$ cat config.mk
export PLATFORM = sky130hd
export DESIGN_NAME = bytelane_mem_if
export DESIGN_NICKNAME = d
export VERILOG_FILES = /design/src/rtl/bli_pkg.sv /design/src/rtl/bli_lane_plan.sv /design/src/rtl/bli_merge.sv /design/src/rtl/bytelane_mem_if.sv
export SDC_FILE = /design/constraint.sdc
export NUM_CORES = 1
export LEC_CHECK = 0
export BUFFER_PORTS_ARGS = -buffer_cell sky130_fd_sc_hd__buf_2
export CORE_ASPECT_RATIO = 0.7
export CORE_UTILIZATION = 55
export DETAILED_ROUTE_END_ITERATION = 7
export PLACE_DENSITY = 0.8
export RECOVER_POWER = 25
export SETUP_SLACK_MARGIN = 0.15
export SLEW_MARGIN = 20
export SYNTH_ARGS = -nofsm -noshare
export SYNTH_HDL_FRONTEND = slang
export SYNTH_HIERARCHICAL = 1
export SYNTH_SLANG_ARGS = --single-unit
$ cat constraint.sdc
create_clock -name clk -period 2.5 [get_ports clk]
set_clock_uncertainty 0.05 [all_clocks]
set_input_delay 0.375 -clock clk [delete_from_list [all_inputs] [get_ports clk]]
set_output_delay 0.375 -clock clk [all_outputs]
set_load 0.02 [all_outputs]
$ cat src/rtl/bli_pkg.sv
`timescale 1ns/1ps
package bli_pkg;

    typedef enum logic [1:0] {
        ST_IDLE    = 2'd0,
        ST_FIRST   = 2'd1,
        ST_SECOND  = 2'd2,
        ST_CAPTURE = 2'd3
    } bli_state_e;

    typedef enum logic [1:0] {
        LN_BOTH = 2'd0,
        LN_HIGH = 2'd1,
        LN_LOW  = 2'd2
    } bli_lane_e;

    function automatic logic lane_odd(input bli_lane_e ln);
        return (ln == LN_LOW);
    endfunction

    function automatic logic lane_strobe(input bli_lane_e ln);
        return (ln != LN_HIGH);
    endfunction

endpackage

$ cat src/rtl/bli_lane_plan.sv
`timescale 1ns/1ps
module bli_lane_plan
    import bli_pkg::*;
#(
    parameter int ADDR_W = 8,
    parameter int LANE_W = 8
) (
    input  logic [ADDR_W-1:0]   addr,
    input  logic                wide,
    input  logic                second,
    input  logic [2*LANE_W-1:0] wdata,
    output logic [ADDR_W-2:0]   word_addr,
    output logic                odd,
    output logic                strobe,
    output logic [2*LANE_W-1:0] lane_wdata,
    output logic                split
);
    localparam int WADDR_W = ADDR_W - 1;

    logic [WADDR_W-1:0] base;
    bli_lane_e          lane;
    logic [LANE_W-1:0]  msb_byte;
    logic [LANE_W-1:0]  lsb_byte;

    always_comb begin
        base       = addr[ADDR_W-1:1];
        split      = wide & addr[0];
        msb_byte   = wdata[2*LANE_W-1:LANE_W];
        lsb_byte   = wdata[LANE_W-1:0];
        word_addr  = second ? base + 1'b1 : base;
        lane       = LN_BOTH;
        lane_wdata = wdata;
        if (!wide) begin
            lane       = addr[0] ? LN_LOW : LN_HIGH;
            lane_wdata = {lsb_byte, lsb_byte};
        end else if (split) begin
            if (second) begin
                lane       = LN_HIGH;
                lane_wdata = {lsb_byte, lsb_byte};
            end else begin
                lane       = LN_LOW;
                lane_wdata = {msb_byte, msb_byte};
            end
        end
        odd    = lane_odd(lane);
        strobe = lane_strobe(lane);
    end

endmodule

$ cat src/rtl/bli_merge.sv
`timescale 1ns/1ps
module bli_merge #(
    parameter int LANE_W = 8
) (
    input  logic                wide,
    input  logic                odd_addr,
    input  logic [LANE_W-1:0]   first_byte,
    input  logic [2*LANE_W-1:0] word_in,
    output logic [2*LANE_W-1:0] result
);
    logic [LANE_W-1:0] hi_lane;
    logic [LANE_W-1:0] lo_lane;

    always_comb begin
        hi_lane = word_in[2*LANE_W-1:LANE_W];
        lo_lane = word_in[LANE_W-1:0];
        if (!wide)
            result = {{LANE_W{1'b0}}, (odd_addr ? lo_lane : hi_lane)};
        else if (odd_addr)
            result = {first_byte, hi_lane};
        else
            result = word_in;
    end

endmodule

$ cat src/rtl/bytelane_mem_if.sv
`timescale 1ns/1ps
module bytelane_mem_if
    import bli_pkg::*;
#(
    parameter int ADDR_W = 8,
    parameter int LANE_W = 8
) (
    input  logic                clk,
    input  logic                rst_n,
    input  logic                req_valid,
    input  logic                req_write,
    input  logic                req_wide,
    input  logic [ADDR_W-1:0]   req_addr,
    input  logic [2*LANE_W-1:0] req_wdata,
    output logic                busy,
    output logic                done,
    output logic [2*LANE_W-1:0] rd_data,
    output logic                bus_en,
    output logic                bus_read,
    output logic [ADDR_W-2:0]   bus_waddr,
    output logic                bus_odd,
    output logic                bus_lo_strobe,
    output logic [2*LANE_W-1:0] bus_wdata,
    input  logic [2*LANE_W-1:0] bus_rdata
);
    localparam int WORD_W  = 2 * LANE_W;
    localparam int WADDR_W = ADDR_W - 1;

    typedef struct packed {
        bli_state_e          state;
        logic [ADDR_W-1:0]   addr;
        logic                wide;
        logic                write;
        logic [WORD_W-1:0]   wdata;
        logic                bus_en;
        logic                bus_read;
        logic [WADDR_W-1:0]  bus_waddr;
        logic                bus_odd;
        logic                bus_strobe;
        logic [WORD_W-1:0]   bus_wdata;
        logic [LANE_W-1:0]   hold;
        logic [WORD_W-1:0]   rdata;
        logic                done;
    } regs_t;

    regs_t r_q, r_d;

    logic                idle_q;
    logic [ADDR_W-1:0]   plan_addr;
    logic                plan_wide;
    logic [WORD_W-1:0]   plan_wdata;
    logic                plan_second;
    logic [WADDR_W-1:0]  plan_waddr;
    logic                plan_odd;
    logic                plan_strobe;
    logic [WORD_W-1:0]   plan_lane_wdata;
    logic                plan_split;
    logic [WORD_W-1:0]   merged;

    assign idle_q      = (r_q.state == ST_IDLE);
    assign plan_addr   = idle_q ? req_addr  : r_q.addr;
    assign plan_wide   = idle_q ? req_wide  : r_q.wide;
    assign plan_wdata  = idle_q ? req_wdata : r_q.wdata;
    assign plan_second = (r_q.state == ST_FIRST);

    bli_lane_plan #(.ADDR_W(ADDR_W), .LANE_W(LANE_W)) u_plan (
        .addr       (plan_addr),
        .wide       (plan_wide),
        .second     (plan_second),
        .wdata      (plan_wdata),
        .word_addr  (plan_waddr),
        .odd        (plan_odd),
        .strobe     (plan_strobe),
        .lane_wdata (plan_lane_wdata),
        .split      (plan_split)
    );

    bli_merge #(.LANE_W(LANE_W)) u_merge (
        .wide       (r_q.wide),
        .odd_addr   (r_q.addr[0]),
        .first_byte (r_q.hold),
        .word_in    (bus_rdata),
        .result     (merged)
    );

    always_comb begin
        r_d        = r_q;
        r_d.done   = 1'b0;
        r_d.bus_en = 1'b0;
        unique case (r_q.state)
            ST_IDLE: begin
                if (req_valid) begin
                    r_d.addr       = req_addr;
                    r_d.wide       = req_wide;
                    r_d.write      = req_write;
                    r_d.wdata      = req_wdata;
                    r_d.bus_en     = 1'b1;
                    r_d.bus_read   = !req_write;
                    r_d.bus_waddr  = plan_waddr;
                    r_d.bus_odd    = plan_odd;
                    r_d.bus_strobe = plan_strobe;
                    r_d.bus_wdata  = plan_lane_wdata;
                    r_d.state      = ST_FIRST;
                end
            end
            ST_FIRST: begin
                if (plan_split) begin
                    r_d.bus_en     = 1'b1;
                    r_d.bus_waddr  = plan_waddr;
                    r_d.bus_odd    = plan_odd;
                    r_d.bus_strobe = plan_strobe;
                    r_d.bus_wdata  = plan_lane_wdata;
                    r_d.state      = ST_SECOND;
                end else if (r_q.write) begin
                    r_d.done  = 1'b1;
                    r_d.state = ST_IDLE;
                end else begin
                    r_d.state = ST_CAPTURE;
                end
            end
            ST_SECOND: begin
                if (r_q.write) begin
                    r_d.done  = 1'b1;
                    r_d.state = ST_IDLE;
                end else begin
                    r_d.hold  = bus_rdata[LANE_W-1:0];
                    r_d.state = ST_CAPTURE;
                end
            end
            ST_CAPTURE: begin
                r_d.rdata = merged;
                r_d.done  = 1'b1;
                r_d.state = ST_IDLE;
            end
            default: r_d.state = ST_IDLE;
        endcase
    end

    always_ff @(posedge clk or negedge rst_n) begin
        if (!rst_n) r_q <= '0;
        else        r_q <= r_d;
    end

    assign busy          = !idle_q;
    assign done          = r_q.done;
    assign rd_data       = r_q.rdata;
    assign bus_en        = r_q.bus_en;
    assign bus_read      = r_q.bus_read;
    assign bus_waddr     = r_q.bus_waddr;
    assign bus_odd       = r_q.bus_odd;
    assign bus_lo_strobe = r_q.bus_strobe;
    assign bus_wdata     = r_q.bus_wdata;

    // reserved lane code never reaches the bus
    p_lane_code_r2: assert property (@(posedge clk) disable iff (!rst_n)
        bus_en |-> !(bus_odd && !bus_lo_strobe));

    // completion lasts one cycle
    p_done_pulse_r11: assert property (@(posedge clk) disable iff (!rst_n)
        done |=> !done);

    // done and busy never overlap
    p_done_idle_r11: assert property (@(posedge clk) disable iff (!rst_n)
        done |-> !busy);

    // an accepted request starts a bus access in the next cycle
    p_accept_access_r3: assert property (@(posedge clk) disable iff (!rst_n)
        (req_valid && !busy) |=> (bus_en && busy));

    // second half of a split goes to the next word (wrapping), high lane only
    p_split_next_r5: assert property (@(posedge clk) disable iff (!rst_n)
        (r_q.state == ST_FIRST && plan_split) |=>
            (bus_en && !bus_odd && !bus_lo_strobe &&
             bus_waddr == WADDR_W'($past(bus_waddr) + 1'b1)));

    // aligned word write is one access, then done
    p_aligned_write_r7: assert property (@(posedge clk) disable iff (!rst_n)
        (req_valid && !busy && req_write && req_wide && !req_addr[0]) |=>
            (bus_en && !bus_read && !bus_odd && bus_lo_strobe) ##1 (done && !bus_en));

    // no access starts from the idle state without a request
    p_no_stray_r10: assert property (@(posedge clk) disable iff (!rst_n)
        (!busy && !req_valid) |=> !bus_en);

endmodule

Word-level counts from Yosys, hierarchy flattened
Cells that the tools add are included.
Storage, ports and cells
  register bits after elaboration: 80
  bits of input ports: 45
  logic and storage cells: 56
Operators by class
  add/subtract/negate cells: 1
  equal/unequal tests: 7
  multiplexer cells: 25
  bitwise gates (word level): 2
  reduce and logical (&&, ||, !) cells: 7
Operators by type and width (count)
  $mux W16: 6
  $mux W55: 1
  $pmux W25 S2: 1
  $mux W25: 1
  $mux W8: 2
  $mux W2: 6
  $pmux W2 S4: 1
  $add A7 B1 Y7 const B: 1
  $mux W7: 1
  $eq A2 B2 Y1 const B: 3
  $mux W1: 4
  $ne A2 B2 Y1 const B: 2
  $reduce_and A2 Y1: 2
  $pmux W1 S3: 1
  $reduce_and A3 Y1: 1
  $eq A2 B1 Y1 const B: 1
  $logic_not A1 Y1: 2
  $logic_not A2 Y1: 1
  $ne A2 B1 Y1 const B: 1
  $pmux W1 S2: 1
  $reduce_bool A2 Y1: 1
  $and A1 B1 Y1: 1
  $not A1 Y1: 1

Longest topological paths before layout
Gate-level depths: netlist of the first run.
  word-level depth: 8
  mapped depth: 8
  mapped depth without buffers: 7

Modules after synthesis
Netlist of the first run, hierarchy kept.
By module, submodules not included
  bytelane_mem_if: instances 1, cells an instance 250, area an instance 3837.4 sq um, seq. area each 2001.9 sq um
  bli_lane_plan: instances 1, cells an instance 39, area an instance 352.8 sq um, seq. area each 0.0 sq um
  bli_merge: instances 1, cells an instance 26, area an instance 252.7 sq um, seq. area each 0.0 sq um

Worst setup path before layout of the first run
Ideal clock, no wire load.
  kind: flip-flop to flip-flop
  from: register r_q[78] (netlist bit)
  to: register r_q, in the netlist bus_wdata[0]
  library setup time: 0.125 ns
  arrival time: 1.955 ns
  required time: 2.325 ns
  setup slack: 0.370 ns
  cell stages (with the launch flop): 9
  buffers on the path: 2
  clock period less this slack: 2.130 ns
  cells stage by stage: dfrtp_1 > buf_6 > nor2_8 > mux2_2 > and2_4 > nand2b_1 > buf_6 > mux2_2 > mux2_4
On the way
  word-level cells in the longest chain between the ends: 7
  elaborated cells on any way between the ends: 16
RTL lines
  from (decl): RTL line bytelane_mem_if.sv:46  | regs_t r_q, r_d;
  from (signal assigned): RTL line bytelane_mem_if.sv:141  | else r_q <= r_d;
  $logic_not A2 Y1 (*): RTL line bytelane_mem_if.sv:60  | assign idle_q = (r_q.state == ST_IDLE);
  $mux W8 (*): RTL line bytelane_mem_if.sv:61  | assign plan_addr = idle_q ? req_addr : r_q.addr;
  via plan_addr[0]: RTL line bytelane_mem_if.sv:49  | logic [ADDR_W-1:0] plan_addr;
  $and A1 B1 Y1 (*): RTL line bli_lane_plan.sv:27  | split = wide & addr[0];
  via plan_split: RTL line bytelane_mem_if.sv:57  | logic plan_split;
  $mux W16 (*): RTL line bli_lane_plan.sv:36  | end else if (split) begin
  $mux W16 (*): RTL line bli_lane_plan.sv:33  | if (!wide) begin
  via plan_lane_wdata[0]: RTL line bytelane_mem_if.sv:56  | logic [WORD_W-1:0] plan_lane_wdata;
  $mux W25 or $mux W55 (tied branches): RTL line bytelane_mem_if.sv:107, bytelane_mem_if.sv:92
  $pmux W25 S2 (*): RTL line bytelane_mem_if.sv:90  | unique case (r_q.state)
The timed path passes the listed nets; every way through them passes the cells marked *. The select of a mux whose other input is x is not followed.
A chain may end at the register's enable or synchronous reset.

Final worst setup path of the first run
  from: register r_q[78] (netlist bit)
  to: register r_q, in the netlist bus_wdata[8]
On the way
  word-level cells in the longest chain between the ends: 7
  elaborated cells on any way between the ends: 16
RTL lines (RTL line)
  $logic_not A2 Y1 (*): bytelane_mem_if.sv:60
  $mux W8 (*): bytelane_mem_if.sv:61
  via plan_addr[0]: bytelane_mem_if.sv:49
  $and A1 B1 Y1 (*): bli_lane_plan.sv:27
  via plan_split: bytelane_mem_if.sv:57
  $mux W16: bli_lane_plan.sv:36
  $mux W16: bli_lane_plan.sv:33
  $mux W25 or $mux W55 (tied branches): bytelane_mem_if.sv:107, bytelane_mem_if.sv:92
  $pmux W25 S2: bytelane_mem_if.sv:90
Marked as above.

==> flow_summary.json, run 1 <==
{
  "run_status": "finished, final reports clean",
  "crit_cells": 6,
  "path_max_fanout": 13,
  "htreeDepth": 3,
  "reg2reg_slack_ns": 0.23,
  "antenna_found_initial": 0,
  "hold_violations": 0,
  "worst_r2r_path_depth": 6,
  "gp_congestion": 0.7241,
  "track_usage_pct": 21.57,
  "clockBufferDepth": 2,
  "ant_nets": 0,
  "critPathRequiredTime_ns": 2.67,
  "min_from": "req_write",
  "finalNetCount": 417,
  "rows": 27,
  "rsz0062_at_grt": "false",
  "synth_top_area_cell": "dfrtp_1",
  "max_slew_margin_pct": 18.30,
  "syn_area_sq_um": 4443,
  "place_area_sq_um": 4636,
  "root_buffer": "clkbuf_16",
  "fin_crit_sh_pct": 90.76,
  "dpl.hpwl_um": 5600,
  "ios": 90,
  "syn_nets": 361,
  "drv_slew": 0,
  "grt_max_degree": 49,
  "grt-ovfl-total": 0,
  "num_vias": 2464,
  "cp_num_buf_inv": 0,
  "drive_gt1_share_pct": 65.60,
  "cts_tree": "yes",
  "grt_pass1_vias": 2609,
  "io_buffers": 89,
  "viasPerCell": 5.176,
  "netlist.area_leader.share_pct": 45.06,
  "drtPass1Iterations": 4,
  "crit_arrival_ns": 2.44,
  "cts_buffers": 9,
  "worst-setup-path-type": "reg -> reg",
  "cp-endpoint": "bus_wdata[8]",
  "postLayoutCellArea_sq_um": 4946,
  "power.density_nw_per_um2": 1573,
  "drc": 0,
  "cap_viol_max_count": 0,
  "clk_pin_slew_ns": 0.06,
  "die_w_um": 109.4,
  "drtIter0Drc": 47,
  "ctsHoldBuffers": 0,
  "synthCells": 315,
  "worstHoldPathType": "in -> reg",
  "die_y_um": 77.20,
  "area_growth_pct": 11.32,
  "worst_slew_pin_slew_ns": 1.226,
  "synth.distinct_cells": 29,
  "r2r-start": "r_q[78]",
  "wire_per_inst_um": 17.28,
  "synthFlopType": "dfrtp_1",
  "dieArea_sq_um": 8448,
  "routed_wl_um": 8226,
  "cpPeakStageDelay_ns": 0.44,
  "start_util_pct": 56.69,
  "yosysSeqAreaShare_pct": 45.06,
  "ir_drop_mv": 0.7760,
  "r2r-end": "bus_wdata[8]",
  "grt_pass1_wl_um": 13510,
  "crit_start": "r_q[78]",
  "core_sq_um": 7838,
  "fin_crit_ns": 2.269,
  "synth_area_per_cell_sq_um": 14.10,
  "p_leak_nw": 2.353,
  "ys_top_cells_by_area": "dfrtp_1 (45%), mux2_2 (22%), mux2_4 (13%)",
  "setup-violations-final": 0,
  "clkLatencyLatePin_ns": 0.33,
  "path_cells": "nor2_8 -> mux2_2 -> and2_4 -> mux2i_2 -> nor2_4 -> mux2_4",
  "postSynth.asyncResetShare_pct": 100.0,
  "tns_ns": 0,
  "critPathLaunchType": "register",
  "synth_edf_count": 0,
  "cp_top_family": "multiplexers",
  "fmax_mhz": 440.7,
  "ys_seq_elements": 80,
  "clkSinkCount": 80,
  "end_kind": "register",
  "slowest_stage": "dfrtp_1",
  "yosysWarnings": 6,
  "n_antenna_cell": 0
}
-- synthesized netlist by cell type, drive strengths merged (2+ instances only) --
master and count:
mux2 125, dfrtp 80, buf 53, mux2i 11, nor2b 8, nor2 7
inv 5, nand2 5, xor2 4, xnor2 3, a21boi 2, a21oi 2
and2 2, nand4 2
-- what timing repair did --
item	in CTS	in global routing
endpoints found under the hold margin	0	0
setup buffers	0	0
gates resized for setup	3	1
pin swaps	1	0
gates cloned	1	0
setup endpoints to repair	25	1
-- final cells by class --
class,instances,area (sq um)
repair buffers,97,510.5
clock inverters,3,40.04
well taps,101,126.4
inverters,5,18.77
multi-input cells,178,1982
clock buffers,12,266.5
flip-flops and latches,80,2002
fillers,603,2892
-- worst register-to-register path, cell delays in order (launching register included) --
cell and delay (ns):
dfrtp_1 0.44, nor2_8 0.15, mux2_2 0.38, and2_4 0.19, mux2i_2 0.37, nor2_4 0.22, mux2_4 0.35
-- worst min-delay path by stage --
stage / cells after the start / slack (ns) / end
floorplan: 0 / 0.03 / bus_en
finish: 2 / 0.19 / bus_read
global route: 2 / 0.19 / bus_read
detailed placement: 1 / 0.39 / r_q[76]
global placement: 1 / 0.39 / r_q[76]
CTS: 1 / 0.03 / r_q[76]
-- routing by layer --
| metal | vias up | share of wire (%) | routed length (um) | global-route usage, % |
|---|---|---|---|---|
| met5 | - | 0 | 0 | 0 |
| met4 | 0 | 1.7 | 143 | 7.600 |
| met3 | 15 | 3.9 | 321 | 5.782 |
| met2 | 48 | 46 | 3778 | 33.08 |
| met1 | 1237 | 48 | 3983 | 29.36 |
| li1 | 1164 | - | - | - |
-- where the power goes --
group          leakage [nW]  internal, mW  switching, mW
registers             0.955          1.97          0.372
logic                  1.24          2.21           1.89
clock network         0.154         0.845          0.487
total                  2.35          5.03           2.75
-- state kept, by name, indices dropped and copies added (netlist names) --
register / flops
bus_wdata: 16
bus_lo_strobe: 1
done: 1
bus_read: 1
bus_odd: 1
r_q: 36
rd_data: 16
bus_waddr: 7
bus_en: 1
-- through the flow --
| stage | setup slack (ns) | hold WS (ns) | utilization (%) | cells | power, mW |
|---|---|---|---|---|---|
| after detailed placement | 0.07812 | 0.3854 | 59.15 | 460 | 6.427 |
| after global routing | 0.1574 | 0.1902 | 63.11 | 476 | 8.252 |
| final | 0.2309 | 0.1873 | 63.11 | 476 | 7.778 |
| after CTS | 0.2185 | 0.02915 | 63.28 | 476 | 7.838 |
| after global placement | 0.1686 | 0.3917 | 59.15 | 460 | 6.270 |
| after floorplan | 0.3695 | 0.02941 | - | 315 | 6.040 |
-- logic make-up after synthesis --
kind of cell / Yosys count / share of synthesized area (%)
AND/OR/NAND/NOR: 26 / 3.633
adder cells (fa/ha/maj): 1 / 0.2816
flip-flops: 80 / 45.06
multiplexers: 136 / 37.45
XOR/XNOR: 7 / 1.803
buffers and inverters: 58 / 10.64
AO/OA/AOI/OAI: 7 / 1.126
-- placed cells by master, fill, tap and decap left out, drive strengths merged --
| master | n |
|---|---|
| dfrtp | 80 |
| mux2i | 11 |
| bufinv | 1 |
| mux2 | 125 |
| ha | 1 |
| and3 | 1 |
| inv | 5 |
| a21boi | 2 |
| o21ai | 1 |
| o2bb2ai | 1 |
| xor2 | 4 |
| nor2 | 8 |
| a21o | 1 |
| clkbuf | 14 |
| buf | 95 |
| a21oi | 2 |
| nand4 | 2 |
| and2 | 2 |
| nand2b | 1 |
| nand2 | 5 |
| nor2b | 8 |
| clkinv | 2 |
| xnor2 | 3 |
Power figures use the tool's default switching activity.
==> inputs of run 2 (changes only) <==
--- a/config.mk
+++ b/config.mk
@@ -10,7 +10,6 @@
 export CORE_UTILIZATION = 55
 export DETAILED_ROUTE_END_ITERATION = 7
 export PLACE_DENSITY = 0.8
-export RECOVER_POWER = 25
 export SETUP_SLACK_MARGIN = 0.15
 export SLEW_MARGIN = 20
 export SYNTH_ARGS = -nofsm -noshare
==> constraint.sdc (replaced) <==
create_clock -name clk -period 2.5 [get_ports clk]
set_clock_uncertainty 0.05 [all_clocks]
set_input_delay 0.125 -clock clk [delete_from_list [all_inputs] [get_ports clk]]
set_output_delay 0.125 -clock clk [all_outputs]
set_load 0.02 [all_outputs]
==> flow_summary.json, run 2 (same netlist as run 1, synthesis figures left out) <==
{
  "wl_met1_um": 3919,
  "routed_wl_um": 8678,
  "power.density_nw_per_um2": 1492,
  "track_usage_pct": 22.64,
  "htreeDepth": 3,
  "worstHoldPathType": "in -> reg",
  "antenna_found_initial": 0,
  "grt_max_degree": 81,
  "cts_tree": "yes",
  "route.met2.wl_um": 4210,
  "drtIter0Drc": 71,
  "area_growth_pct": 19.29,
  "cts_setup_buffers": 0,
  "die_y_um": 77.20,
  "place_area_sq_um": 4616,
  "run_status": "finished, final reports clean",
  "ios": 90,
  "cap_viol_max_count": 0,
  "placed_cells": 459,
  "drtPass1Iterations": 4,
  "routed-wl-met3_um": 428,
  "clk_pin_slew_ns": 0.06,
  "start_util_pct": 56.69,
  "rows": 27,
  "p_leak_nw": 2.490,
  "hold_violations": 0,
  "crit_arrival_ns": 2.41,
  "num_vias": 2612,
  "rsz0062_at_grt": "false",
  "clockBufferDepth": 2,
  "cts_buffers": 9,
  "grt_pass1_vias": 2842,
  "die_w_um": 109.4,
  "io_buffers": 89,
  "critPathRequiredTime_ns": 2.67,
  "dieArea_sq_um": 8448,
  "wire_per_inst_um": 17.02,
  "largest_reg_flops": 36,
  "fin_ws_ns": 0.2622,
  "path_max_fanout": 13,
  "clkSinkCount": 80,
  "drive_gt1_share_pct": 59.90,
  "root_buffer": "clkbuf_16",
  "fmax_mhz": 446.9,
  "final_cells": 510,
  "tns_ns": 0,
  "dp_slack_ns": 0.09728,
  "gp_congestion": 0.7244,
  "grt_pass1_wl_um": 14230,
  "ir_drop_mv": 0.7536,
  "end_kind": "register",
  "fin_crit_sh_pct": 89.51,
  "fin_crit_ns": 2.238,
  "clkLatencyLatePin_ns": 0.34,
  "drc": 0,
  "final_common_cell": "buf_2",
  "ant_nets": 0,
  "grt-ovfl-total": 0,
  "final_cell_mix": "buf_2 (88), mux2_2 (87), dfrtp_1 (80)",
  "route.top_layer_used": "met4",
  "core_sq_um": 7838,
  "critPathLaunchType": "register",
  "n_antenna_cell": 0,
  "setup-violations-final": 0,
  "dpl.hpwl_um": 5608,
  "finalNetCount": 450,
  "drv_slew": 0,
  "regMostFlops": "r_q",
  "max_slew_margin_pct": 52.80,
  "worst-setup-path-type": "reg -> reg",
  "finalPower_mw": 7.908,
  "postLayoutCellArea_sq_um": 5300,
  "viasPerCell": 5.122,
  "worst_slew_pin_slew_ns": 0.7081
}
[run 2: changes by cell type in the layout (fill, tap and decap cells not counted)]
cell           delta
dlygate4sd3_1    +34
clkinv_2          -1
clkinvlp_4        +2
clkbuf_2          -2
buf_8             -1
clkbuf_8          -2
bufinv_16         +1
buf_6             +2
clkbuf_1          +1
[run 2: worst paths after layout]
check                            start  depth (start not counted)           end  slack, ns
max                            r_q[78]                          6  bus_wdata[2]       0.26
min                        req_addr[2]                          2       r_q[72]       0.01
max reg2reg                    r_q[78]                          6  bus_wdata[2]       0.26
min reg2reg                rd_data[13]                          1   rd_data[13]       0.45
max in group asynchronous        rst_n                          2   rd_data[10]       1.58
min in group asynchronous        rst_n                          2  bus_waddr[2]       0.34
[run 2: routing by layer]
| metal | global-route usage, % | vias to the layer above |
|---|---|---|
| li1 | - | 1232 |
| met1 | 29.77 | 1305 |
| met2 | 35.16 | 61 |
| met3 | 7.568 | 14 |
| met4 | 7.200 | 0 |
| met5 | 0 | - |
[run 2: cell type report]
| class | count | area, sq um |
|---|---|---|
| clock buffers | 11 | 242.7 |
| clock inverters | 5 | 80.08 |
| fillers | 567 | 2537 |
| inverters | 5 | 18.77 |
| multi-input cells | 178 | 1982 |
| flip-flops and latches | 80 | 2002 |
| well taps | 101 | 126.4 |
| repair buffers | 130 | 848.3 |
[run 2: stage by stage]
stage / hold slack (ns) / utilization (%)
final: 0.01156 / 67.62
after global routing: 0.01212 / 67.62
after CTS: 0.006682 / 67.50
after detailed placement: 0.2795 / 58.89
after global placement: 0.2755 / 58.89
after floorplan: -0.2206 / -
[run 2: repair_timing]
action | in CTS | in global routing
hold buffers | 34 | 0
resized for setup | 1 | 2
endpoints found under the setup margin | 25 | 10
gates cloned | 1 | 0
hold endpoints to repair | 114 | 0
[run 2: critical path: stages (launching register included)]
cell	delay (ns)
dfrtp_1	0.43
nor2_8	0.14
mux2_2	0.38
and2_4	0.20
mux2i_2	0.37
nor2_4	0.22
mux2_4	0.34
[run 2: power breakdown]
group	leakage [nW]	internal (mW)	total (mW)	switching, mW
logic	1.38	2.24	4.16	1.92
clock network	0.152	0.899	1.40	0.505
registers	0.955	1.97	2.34	0.371
total	2.49	5.11	7.91	2.80
==> inputs of run 3 (changes only) <==
--- a/config.mk
+++ b/config.mk
@@ -6,10 +6,12 @@
 export NUM_CORES = 1
 export LEC_CHECK = 0
 export BUFFER_PORTS_ARGS = -buffer_cell sky130_fd_sc_hd__buf_2
-export CORE_ASPECT_RATIO = 0.7
+export CORE_ASPECT_RATIO = 0.9
+export CORE_MARGIN = 5
 export CORE_UTILIZATION = 55
 export DETAILED_ROUTE_END_ITERATION = 7
 export PLACE_DENSITY = 0.8
+export REMOVE_ABC_BUFFERS = 1
 export SETUP_SLACK_MARGIN = 0.15
 export SLEW_MARGIN = 20
 export SYNTH_ARGS = -nofsm -noshare
==> flow_summary.json, run 3 (same netlist as run 1, synthesis figures left out) <==
{
  "postLayoutCellArea_sq_um": 5180,
  "final_common_cell": "buf_2",
  "die_y_um": 95.27,
  "ir_drop_mv": 0.7115,
  "route.top_layer_used": "met4",
  "track_usage_pct": 17.11,
  "clkLatencyLatePin_ns": 0.33,
  "max_slew_margin_pct": 52.30,
  "routed-wl-met3_um": 268,
  "gp_congestion": 0.7983,
  "drive_gt1_share_pct": 59.80,
  "cts_tree": "yes",
  "regMostFlops": "r_q",
  "hold_violations": 0,
  "clkSinkCount": 80,
  "reg2reg_slack_ns": 0.26,
  "grt_max_degree": 81,
  "ant_nets": 0,
  "fmax_mhz": 445.9,
  "largest_reg_flops": 36,
  "final_cells": 507,
  "r2r-start": "r_q[78]",
  "cp-endpoint": "bus_waddr[6]",
  "fin_crit_ns": 2.243,
  "worst_r2r_path_depth": 8,
  "start_util_pct": 55.88,
  "route.met2.wl_um": 4145,
  "clockBufferDepth": 2,
  "power.density_nw_per_um2": 1440,
  "finalPower_mw": 7.461,
  "drtPass1Iterations": 4,
  "switchingPower_mw": 2.696,
  "wire_per_inst_um": 16.52,
  "dieArea_sq_um": 9978,
  "n_antenna_cell": 0,
  "ios": 90,
  "core_sq_um": 7951,
  "grt-ovfl-total": 0,
  "worst-setup-path-type": "reg -> reg",
  "drc": 0,
  "tns_ns": 0,
  "fin_crit_sh_pct": 89.70,
  "p_leak_nw": 2.433,
  "critPathLaunchType": "register",
  "grt_pass1_wl_um": 13840,
  "rsz0062_at_grt": "false",
  "cts_buffers": 9,
  "finalNetCount": 450,
  "routed_wl_um": 8377,
  "wl_met1_um": 3851,
  "viasPerCell": 5.103,
  "p_clk_share_pct": 13.6,
  "htreeDepth": 3,
  "end_kind": "register",
  "place_area_sq_um": 4621,
  "fin_ws_ns": 0.2575,
  "crit_start": "r_q[78]",
  "dp_slack_ns": 0.09613,
  "antenna_found_initial": 0,
  "path_max_fanout": 25,
  "crit_arrival_ns": 2.42,
  "area_growth_pct": 16.59,
  "p_sw_share_pct": 36.14,
  "setup-violations-final": 0,
  "grt_pass1_vias": 2837,
  "io_buffers": 89,
  "p_seq_share_pct": 31.3,
  "cap_viol_max_count": 0,
  "dpl.hpwl_um": 5520,
  "drtIter0Drc": 44,
  "drv_slew": 0,
  "die_w_um": 104.7,
  "run_status": "finished, final reports clean",
  "p_int_mw": 4.765,
  "fill_cells": 577,
  "worst_slew_pin_slew_ns": 0.7138,
  "critPathRequiredTime_ns": 2.67,
  "r2r-end": "bus_waddr[6]",
  "clk_pin_slew_ns": 0.08,
  "pwr-share-comb_pct": 55.1,
  "final_cell_mix": "buf_2 (88), mux2_2 (87), dfrtp_1 (80)",
  "placed_cells": 458,
  "worstHoldPathType": "in -> reg",
  "root_buffer": "clkbuf_8",
  "num_vias": 2587,
  "rows": 31
}
## run 3: changes by cell type in the layout (fill, tap and decap cells not counted), sizes merged
cell and change:
buf +1, clkbuf -1, clkinv -1, clkinvlp +1, dlygate4sd3 -1
## run 3: final cells by class
cell class | instances | area [sq um] | area share, %
multi-input combinational | 178 | 1979 | 38.21
inverter | 5 | 18.77 | 0.3623
sequential | 80 | 2002 | 38.65
clock inverter | 5 | 82.58 | 1.594
tap | 99 | 123.9 | 2.391
clock buffer | 10 | 127.6 | 2.464
timing repair buffer | 130 | 845.8 | 16.33
## run 3: worst min-delay path by stage
stage             startpoint        to  slack, ns  cells past startpoint
6_report       req_wdata[11]   r_q[63]       0.02                      2
5_1_grt          req_addr[2]   r_q[72]      0.004                      2
4_1_cts          req_addr[2]   r_q[72]      0.007                      2
3_5_place_dp       req_write  bus_read       0.29                      2
3_3_place_gp       req_write  bus_read       0.28                      2
2_1_floorplan          rst_n    bus_en      -0.22                      0
## run 3: through the flow
stage                     utilization [%]  hold WS, ns
final                               65.15      0.01951
after global routing                65.15     0.003818
after CTS                           64.99     0.006563
after detailed placement            58.11       0.2853
after global placement              58.11       0.2769
after floorplan                         -      -0.2206
## run 3: repair_timing
action,4_1_cts,5_1_grt
hold buffers,33,0
hold endpoints to repair,113,0
resized for setup,0,2
setup endpoints to repair,6,13
buffers inserted,0,0
gates cloned,1,0
## run 3: critical path: stages, from the launching register on
cell     delay, ns
dfrtp_1       0.45
nor2_8        0.15
buf_6         0.25
mux2_2        0.41
ha_1          0.22
nand4_1       0.14
nor2_1        0.08
xor2_1        0.14
mux2_4        0.25
## run 3: power groups by stage
stage | logic, mW | clock network (mW) | registers, mW
5_1_grt | 4.41 | 1.10 | 2.42
3_5_place_dp | 4.05 | 0 | 2.35
3_3_place_gp | 3.95 | 0 | 2.33
2_1_floorplan | 2.56 | 0 | 2.80
6_report | 4.11 | 1.01 | 2.34
4_1_cts | 4.13 | 1.05 | 2.34
## run 3: layer usage
layer	up-vias	GRT usage [%]
met2	48	27.88
li1	1233	-
met5	-	0
met3	10	3.182
met1	1296	22.96
met4	0	6.496
